## src/rtl/pll_seq_pkg.sv

```systemverilog
package pll_seq_pkg;
  localparam int unsigned CTRL_W   = 9;
  localparam int unsigned BIT_OE   = 0;
  localparam int unsigned BIT_PD   = 1;
  localparam int unsigned BIT_RST  = 3;
  localparam int unsigned BIT_DIS  = 4;
  localparam int unsigned BIT_SRC  = 5;
  localparam int unsigned BIT_MODE = 8;
  localparam logic [CTRL_W-1:0] CTRL_RESET = CTRL_W'(1 << BIT_DIS);

  typedef enum logic [2:0] {
    ST_IDLE,
    ST_BYP_WAIT,
    ST_WAIT_APPLY,
    ST_RST_HOLD,
    ST_LOCK_WAIT
  } seq_state_e;
endpackage

```

## src/rtl/seq_timer.sv

```systemverilog
module seq_timer #(
  parameter int unsigned CNT_W = 5
) (
  input  logic             clk_i,
  input  logic             rst_ni,
  input  logic             clr_i,
  input  logic             run_i,
  input  logic [CNT_W-1:0] last_i,
  output logic             done_o
);
  logic [CNT_W-1:0] cnt_q;

  always_ff @(posedge clk_i or negedge rst_ni) begin
    if (!rst_ni)    cnt_q <= '0;
    else if (clr_i) cnt_q <= '0;
    else if (run_i) cnt_q <= cnt_q + 1'b1;
  end

  assign done_o = run_i && (cnt_q == last_i);
endmodule

```

## src/rtl/lock_model.sv

```systemverilog
module lock_model #(
  parameter int unsigned LOCK_CYC = 500
) (
  input  logic clk_i,
  input  logic rst_ni,
  input  logic run_i,
  output logic locked_o
);
  localparam int unsigned LK_W = $clog2(LOCK_CYC + 1);
  localparam logic [LK_W-1:0] LK_MAX = LK_W'(LOCK_CYC);

  logic [LK_W-1:0] cnt_q;
  logic            full;

  assign full = (cnt_q == LK_MAX);

  always_ff @(posedge clk_i or negedge rst_ni) begin
    if (!rst_ni)     cnt_q <= '0;
    else if (!run_i) cnt_q <= '0;
    else if (!full)  cnt_q <= cnt_q + 1'b1;
  end

  assign locked_o = run_i && full;
endmodule

```

## src/rtl/pll_relock_seq.sv

```systemverilog
module pll_relock_seq
  import pll_seq_pkg::*;
#(
  parameter int unsigned BYP_CYC  = 4,
  parameter int unsigned RST_CYC  = 25,
  parameter int unsigned LOCK_CYC = 500
) (
  input  logic              clk_i,
  input  logic              rst_ni,
  input  logic              bypass_req_i,
  input  logic              apply_req_i,
  input  logic              wr_en_i,
  input  logic [CTRL_W-1:0] wr_data_i,
  output logic [CTRL_W-1:0] ctrl_o,
  output logic              busy_o,
  output logic              locked_o
);
  localparam int unsigned MAX_WAIT = (BYP_CYC > RST_CYC) ? BYP_CYC : RST_CYC;
  localparam int unsigned CNT_W    = $clog2(MAX_WAIT + 1);
  localparam logic [CNT_W-1:0] BYP_LAST = CNT_W'(BYP_CYC - 1);
  localparam logic [CNT_W-1:0] RST_LAST = CNT_W'(RST_CYC - 1);

  seq_state_e        state_q, state_d;
  logic [CTRL_W-1:0] ctrl_q, ctrl_d;
  logic              pend_q, pend_d;
  logic              t_done, t_run, t_clr, pll_run, pll_locked;
  logic [CNT_W-1:0]  t_last;

  assign t_run  = (state_q == ST_BYP_WAIT) || (state_q == ST_RST_HOLD);
  assign t_clr  = (state_d != state_q);
  assign t_last = (state_q == ST_BYP_WAIT) ? BYP_LAST : RST_LAST;

  seq_timer #(.CNT_W(CNT_W)) u_timer (
    .clk_i  (clk_i),
    .rst_ni (rst_ni),
    .clr_i  (t_clr),
    .run_i  (t_run),
    .last_i (t_last),
    .done_o (t_done)
  );

  // stand-in for the analog loop: counts while out of reset and powered
  assign pll_run = ctrl_q[BIT_RST] && !ctrl_q[BIT_DIS] && !ctrl_q[BIT_PD];

  lock_model #(.LOCK_CYC(LOCK_CYC)) u_lock (
    .clk_i    (clk_i),
    .rst_ni   (rst_ni),
    .run_i    (pll_run),
    .locked_o (pll_locked)
  );

  always_comb begin
    state_d = state_q;
    ctrl_d  = ctrl_q;
    pend_d  = pend_q;
    unique case (state_q)
      ST_IDLE: begin
        if (bypass_req_i) begin
          ctrl_d[BIT_OE]  = 1'b0;
          ctrl_d[BIT_SRC] = 1'b0;
          pend_d          = 1'b0;
          state_d         = ST_BYP_WAIT;
        end else if (wr_en_i) begin
          ctrl_d = wr_data_i;
        end
      end
      ST_BYP_WAIT: begin
        if (apply_req_i) pend_d = 1'b1;
        if (t_done) begin
          ctrl_d[BIT_RST] = 1'b0;
          ctrl_d[BIT_DIS] = 1'b0;
          pend_d          = 1'b0;
          state_d         = (pend_q || apply_req_i) ? ST_RST_HOLD : ST_WAIT_APPLY;
        end
      end
      ST_WAIT_APPLY: begin
        if (apply_req_i) state_d = ST_RST_HOLD;
      end
      ST_RST_HOLD: begin
        if (t_done) begin
          ctrl_d[BIT_RST] = 1'b1;
          state_d         = ST_LOCK_WAIT;
        end
      end
      ST_LOCK_WAIT: begin
        if (pll_locked) begin
          ctrl_d[BIT_OE] = 1'b1;
          state_d        = ST_IDLE;
        end
      end
      default: state_d = ST_IDLE;
    endcase
  end

  always_ff @(posedge clk_i or negedge rst_ni) begin
    if (!rst_ni) begin
      state_q <= ST_IDLE;
      ctrl_q  <= CTRL_RESET;
      pend_q  <= 1'b0;
    end else begin
      state_q <= state_d;
      ctrl_q  <= ctrl_d;
      pend_q  <= pend_d;
    end
  end

  assign ctrl_o   = ctrl_q;
  assign busy_o   = (state_q != ST_IDLE);
  assign locked_o = pll_locked;
endmodule

```

## config.mk

```make
export PLATFORM = sky130hd
export DESIGN_NAME = pll_relock_seq
export DESIGN_NICKNAME = d
export VERILOG_FILES = /design/src/rtl/pll_seq_pkg.sv /design/src/rtl/seq_timer.sv /design/src/rtl/lock_model.sv /design/src/rtl/pll_relock_seq.sv
export SDC_FILE = /design/constraint.sdc
export NUM_CORES = 1
export LEC_CHECK = 0
export BUFFER_PORTS_ARGS = -buffer_cell sky130_fd_sc_hd__buf_2
export CAP_MARGIN = 20
export CORE_MARGIN = 3
export CORE_UTILIZATION = 32
export DETAILED_ROUTE_END_ITERATION = 7
export PLACE_DENSITY = 0.5
export SYNTH_ARGS = -nofsm -noshare
export SYNTH_HDL_FRONTEND = slang
export SYNTH_HIERARCHICAL = 1
export SYNTH_SLANG_ARGS = --single-unit
```

## constraint.sdc

```tcl
create_clock -name clk_i -period 3.3 [get_ports clk_i]
set_input_delay 0.165 -clock clk_i [delete_from_list [all_inputs] [get_ports clk_i]]
set_output_delay 0.165 -clock clk_i [all_outputs]
set_load 0.005 [all_outputs]
```

==> results_dict.tcl, run 1 <==
set metrics [dict create \
    viasPerCell 4.99 \
    crit_path_max_incr_delay_ns 0.55 \
    final_common_cell "dfrtp_1" \
    area_delta_synth_final_pct 14.4 \
    die_height_um 74.6 \
    post-route-period-util_pct 78.0 \
    seqPwrFrac_pct 43.5 \
    start_util_pct 33.9 \
    drc 0 \
    path_buf_inv 1 \
    syn_area_um2 1510 \
    crit_family "simple AND/OR/NAND/NOR gates" \
    drt_first_pass_iters 4 \
    cp.arrival_ns 2.75 \
    worst_slew_pin_slew_ns 0.620 \
    reg2regPathDepth 8 \
    port_buffers 24 \
    status "complete, no violations" \
    gp_congestion 0.805 \
    min_path_type "input pin to flop" \
    rsz0062_at_grt "false" \
    post_cts_resize_count 0 \
    htree_levels 1 \
    hold_violations 0 \
    clockRootBuffer "clkbuf_8" \
    slowest_stage "nor3b_1" \
    cap_violations 0 \
    cts_buffers 3 \
    power.share.combinational_pct 42.7 \
    drtIter0Drc 65 \
    worstSetupPathType "flop to flop" \
    ys.flop_type "dfrtp_1" \
    ys_types 49 \
    vias 1118 \
    clockBufferDepth 2 \
    ant_nets 0 \
    routed_wl_um 3050 \
    p_leak_nw 0.750 \
    hold_ws_ns 0.122 \
    yosysWarnings 6 \
    clock_sinks 27 \
    startpoint_type "flop" \
    post-cts-setup-buffer-count 0 \
    cp_data_required_time_ns 3.48 \
    cts_tree "done" \
    muxShareOfSynthArea_pct 7.05 \
    synthAdderAreaFrac_pct 2.49 \
    p_clk_share_pct 13.7 \
    antenna_found_initial 0 \
    finalSetupTns_ns 0 \
    swShare_pct 38.3 \
    netlist_instances 146 \
    ir_drop_mv 0.366 \
    die-area_um2 5570 \
    intPower_uw 820 \
    cp.depth 8 \
    clock_latency_ns 0.26 \
    holdBufCountCts 1 \
    final_cell_mix "26 x dfrtp_1, 24 x buf_2, 10 x nand2_1" \
    synth-async-reset-ratio_pct 100 \
    dp_hpwl_um 2300 \
    grt_max_degree 28 \
    post_drt_wl_per_cell_um 13.6 \
    switchingPower_uw 509 \
    end_kind "flop" \
    synth-xor-area-share_pct 6.39 \
    grt_pass1_wl_um 5380 \
    grt_usage_pct 12.4 \
    max_slew_margin_pct 58.7 \
    setup-violations-final 0 \
    grt_pass1_vias 1157 \
    ys_ff_latch 27 \
    powerDensity_nw_per_um2 770 \
    period_needed_ns 2.57 \
    critical_path.max_fanout 12 \
    num-nets-final 190 \
    synth_top_family_by_area "simple AND/OR/NAND/NOR gates" \
    syn-num-nets 163 \
    max_freq_mhz 389 \
    worstHoldPathCells 3 \
    cts.reportedPaths.clkPinSlew_ns 0.09 \
    ios 25 \
    core-area_um2 4440 \
    rows 24 \
    diodes 0 \
    drive_gt1_share_pct 26.7 \
    synth_compound_area_share_pct 12.0 \
    path_cells "nor3b_1 > inv_1 > xor2_1 > nor4_1 > and3_1 > nand2_1 > o21ba_2 > a211oi_1" \
    grt_overflow 0 \
    syn_area_per_cell_um2 10.3 \
    final_max_slew_viol_count 0 \
    yosysSeqAreaShare_pct 44.9 \
    skew_ns 0.00482 \
    synth_simple_gate_area_share_pct 22.9 \
    synth_edf_count 0 \
    die_w_um 74.6 \
]
==> state kept, by name, summed over array words and instances (netlist names) <==
register       cells
u_timer/cnt_q      5
u_lock/cnt_q       9
ctrl_o             9
state_q            3
pend_q             1
==> per-layer routing <==
layer | part of all wire (%) | vias to the layer above | track usage [%]
met5 | 0 | - | 0
met4 | 0.49 | 0 | 2.96
met3 | 2.9 | 2 | 2.14
met2 | 49 | 17 | 20.8
met1 | 48 | 524 | 16.7
li1 | - | 575 | -
==> Yosys cell counts, types with 3 or more instances <==
| master | instances | area (µm²) |
|---|---|---|
| a211oi_1 | 3 | 22.5 |
| a21oi_1 | 8 | 40.0 |
| dfrtp_1 | 26 | 651 |
| ha_1 | 3 | 37.5 |
| inv_1 | 6 | 22.5 |
| mux2_4 | 5 | 75.1 |
| nand2_1 | 10 | 37.5 |
| nand3_1 | 8 | 40.0 |
| nand4_1 | 4 | 25.0 |
| nor2_1 | 9 | 33.8 |
| nor2b_1 | 3 | 18.8 |
| nor3_1 | 4 | 20.0 |
| o21ai_0 | 6 | 30.0 |
| xor2_1 | 9 | 78.8 |
==> path summary, 6_finish.rpt <==
path / to / start / slack (ns)
min reg2reg: ctrl_o[4] / ctrl_o[4] / 0.50
max reg2reg: ctrl_o[3] / state_q[1] / 0.73
max in group asynchronous: u_timer/cnt_q[4] / rst_ni / 2.45
min in group asynchronous: u_lock/cnt_q[3] / rst_ni / 0.44
max: ctrl_o[3] / state_q[1] / 0.73
min: ctrl_o[4] / wr_data_i[4] / 0.12
==> logic make-up (layout without fill, tap and decap cells) <==
kind of cell             Yosys count  after routing
AND/OR/NAND/NOR                   57             57
flip-flops                        27             27
AO/OA/AOI/OAI                     28             28
buffers and inverters             11             37
adder cells (fa/ha/maj)            3              3
multiplexers                       8              8
other                              1              1
XOR/XNOR                          11             11
==> worst register-to-register path, stage by stage, from the launching register on <==
cell,delay (ns)
dfrtp_1,0.53
nor3b_1,0.55
inv_1,0.17
xor2_1,0.19
nor4_1,0.24
and3_1,0.25
nand2_1,0.12
o21ba_2,0.23
a211oi_1,0.21
==> power by group through the flow <==
stage	Combinational [mW]	Sequential [mW]	Clock (mW)
after CTS	0.581	0.580	0.198
after global placement	0.562	0.578	0
after global routing	0.644	0.599	0.210
after floorplan	0.463	0.539	0
final	0.568	0.579	0.183
after detailed placement	0.579	0.583	0
==> layout make-up <==
class | count | area [µm²]
clock buffers | 3 | 41.3
inverters | 7 | 28.8
well taps | 52 | 65.1
fillers | 456 | 2720
flip-flops and latches | 27 | 677
clock inverters | 1 | 5.00
repair buffers | 26 | 138
multi-input cells | 108 | 771
==> per-stage QoR <==
| step | util (%) | total power, mW | area [µm²] | instances | worst slack, ns |
|---|---|---|---|---|---|
| detailed placement | 37.6 | 1.16 | 1670 | 219 | 0.737 |
| CTS | 38.8 | 1.36 | 1730 | 224 | 0.695 |
| floorplan | - | 1.00 | 1510 | 146 | 0.968 |
| global route | 38.8 | 1.45 | 1730 | 224 | 0.441 |
| finish | 38.8 | 1.33 | 1730 | 224 | 0.727 |
| global placement | 37.6 | 1.14 | 1670 | 219 | 0.873 |
Power figures use the tool's default switching activity.
==> run 2, diff against run 1 <==
==> constraint.sdc (replaced) <==
create_clock -name clk_i -period 2.45 [get_ports clk_i]
set_input_delay 0.1225 -clock clk_i [delete_from_list [all_inputs] [get_ports clk_i]]
set_output_delay 0.1225 -clock clk_i [all_outputs]
set_load 0.005 [all_outputs]
==> run 2 against run 1 <==
Net effect:
- clock power up 39%
- non-clock buffer count up 5
- critical path depth rose by 1
- first-iteration DRC count fell by 51%
==> results_dict.tcl, run 2 (synthesized netlist as in run 1, its figures left out) <==
set metrics [dict create \
    cts_tree "done" \
    clockRootBuffer "clkbuf_8" \
    post_drt_wl_per_cell_um 13.7 \
    grt_usage_pct 12.0 \
    die_w_um 74.6 \
    antenna_found_initial 0 \
    cts.reportedPaths.clkPinSlew_ns 0.10 \
    port_buffers 24 \
    grt_pass1_wl_um 5230 \
    hold_ws_ns 0.0759 \
    status "complete, no violations" \
    rsz0062_at_grt "false" \
    placed_area_um2 1710 \
    drc 0 \
    final_max_slew_viol_count 0 \
    worstHoldPathCells 2 \
    final_cells 229 \
    area_delta_synth_final_pct 16.9 \
    pre_cts_slack_ns 0.103 \
    finalSetupTns_ns 0 \
    power_mw 1.88 \
    gp_congestion 0.735 \
    start_util_pct 33.9 \
    skew_ns 0.00643 \
    ant_nets 0 \
    grt_max_degree 28 \
    timing.final.ws_setup_ns 0.238 \
    reg2regPathDepth 9 \
    dpl.cell_count 224 \
    core-area_um2 4440 \
    critical_path.max_fanout 5 \
    rr_endpoint "u_timer/cnt_q[0]" \
    min_path_type "input pin to flop" \
    cap_violations 0 \
    final_cell_mix "26 x dfrtp_1, 24 x buf_2, 10 x nand2_1" \
    powerDensity_nw_per_um2 1070 \
    vias 1199 \
    post-route-period-util_pct 90.3 \
    ios 25 \
    grt_pass1_vias 1154 \
    routed_wl_um 3140 \
    min-delay-start "wr_data_i[1]" \
    p_leak_nw 0.774 \
    clockBufferDepth 2 \
    cp_data_required_time_ns 2.60 \
    worstSetupPathType "flop to flop" \
    ir_drop_mv 0.341 \
    fin_util_pct 39.7 \
    clock_sinks 27 \
    hold_violations 0 \
    design_area_um2 1760 \
    drt_first_pass_iters 4 \
    rows 24 \
    holdPathEnd "ctrl_o[1]" \
    drive_gt1_share_pct 28.8 \
    r2r_setup_slack_ns 0.24 \
    die_height_um 74.6 \
    die-area_um2 5570 \
    drtIter0Drc 32 \
    startpoint_type "flop" \
    r2r_start "u_lock/cnt_q[0]" \
    grt_overflow 0 \
    diodes 0 \
    max_slew_margin_pct 59.1 \
    cts_buffers 3 \
    clock_latency_ns 0.27 \
    setup-violations-final 0 \
    dp_hpwl_um 2330 \
    post-cts-setup-buffer-count 0 \
    end_kind "flop" \
    num-nets-final 195 \
    max_freq_mhz 452 \
    worst_slew_pin_slew_ns 0.614 \
    cp.arrival_ns 2.36 \
    final_common_cell "dfrtp_1" \
    htree_levels 1 \
    viasPerCell 5.24 \
    period_needed_ns 2.21 \
]
[run 2: changes by cell type in the layout (fill, tap and decap cells not counted), sizes merged]
cell  before  now
buf       25   30
[run 2: area by class of cell]
| type | instances | area [µm²] |
|---|---|---|
| Fill cell | 462 | 2680 |
| Multi-Input combinational cell | 108 | 771 |
| Sequential cell | 27 | 677 |
| Timing Repair Buffer | 31 | 175 |
| Tap cell | 52 | 65.1 |
| Clock buffer | 3 | 41.3 |
| Inverter | 7 | 28.8 |
| Clock inverter | 1 | 5.00 |
[run 2: metal layers]
layer / global-route usage, % / part of all wire, %
met1: 14.6 / 46
met2: 21.2 / 50
met3: 2.27 / 3.4
met4: 3.95 / 0.83
met5: 0 / 0
[run 2: repair_timing]
action / 4_1_cts / 5_1_grt
endpoints found under the setup margin: 0 / 5
endpoints found under the hold margin: 26 / 0
hold buffers: 1 / 0
resized for setup: 0 / 1
[run 2: critical path: stages, from the launching register on]
cell,delay [ns]
dfrtp_1,0.44
inv_1,0.11
ha_1,0.20
and4b_1,0.29
nand2_1,0.10
nor2_1,0.25
mux2_2,0.22
o22ai_1,0.07
o21ai_1,0.31
nor2_1,0.10
[run 2: how the worst max path moves through the flow]
stage                               start               end  slack, ns  cells past startpoint
after global placement    u_lock/cnt_q[0]  u_timer/cnt_q[0]       0.19                      9
after CTS                 u_lock/cnt_q[0]  u_timer/cnt_q[0]       0.07                      9
after detailed placement  u_lock/cnt_q[0]  u_timer/cnt_q[0]       0.10                      9
after global routing      u_lock/cnt_q[0]  u_timer/cnt_q[0]      0.002                      9
final                     u_lock/cnt_q[0]  u_timer/cnt_q[0]       0.24                      9
after floorplan                state_q[1]         ctrl_o[3]       0.12                      9
[run 2: power by group]
part	internal, mW	switching [mW]	total (mW)	leakage [nW]
sequential	0.604	0.124	0.729	0.334
combinational	0.442	0.455	0.896	0.414
clock	0.114	0.140	0.254	0.0255
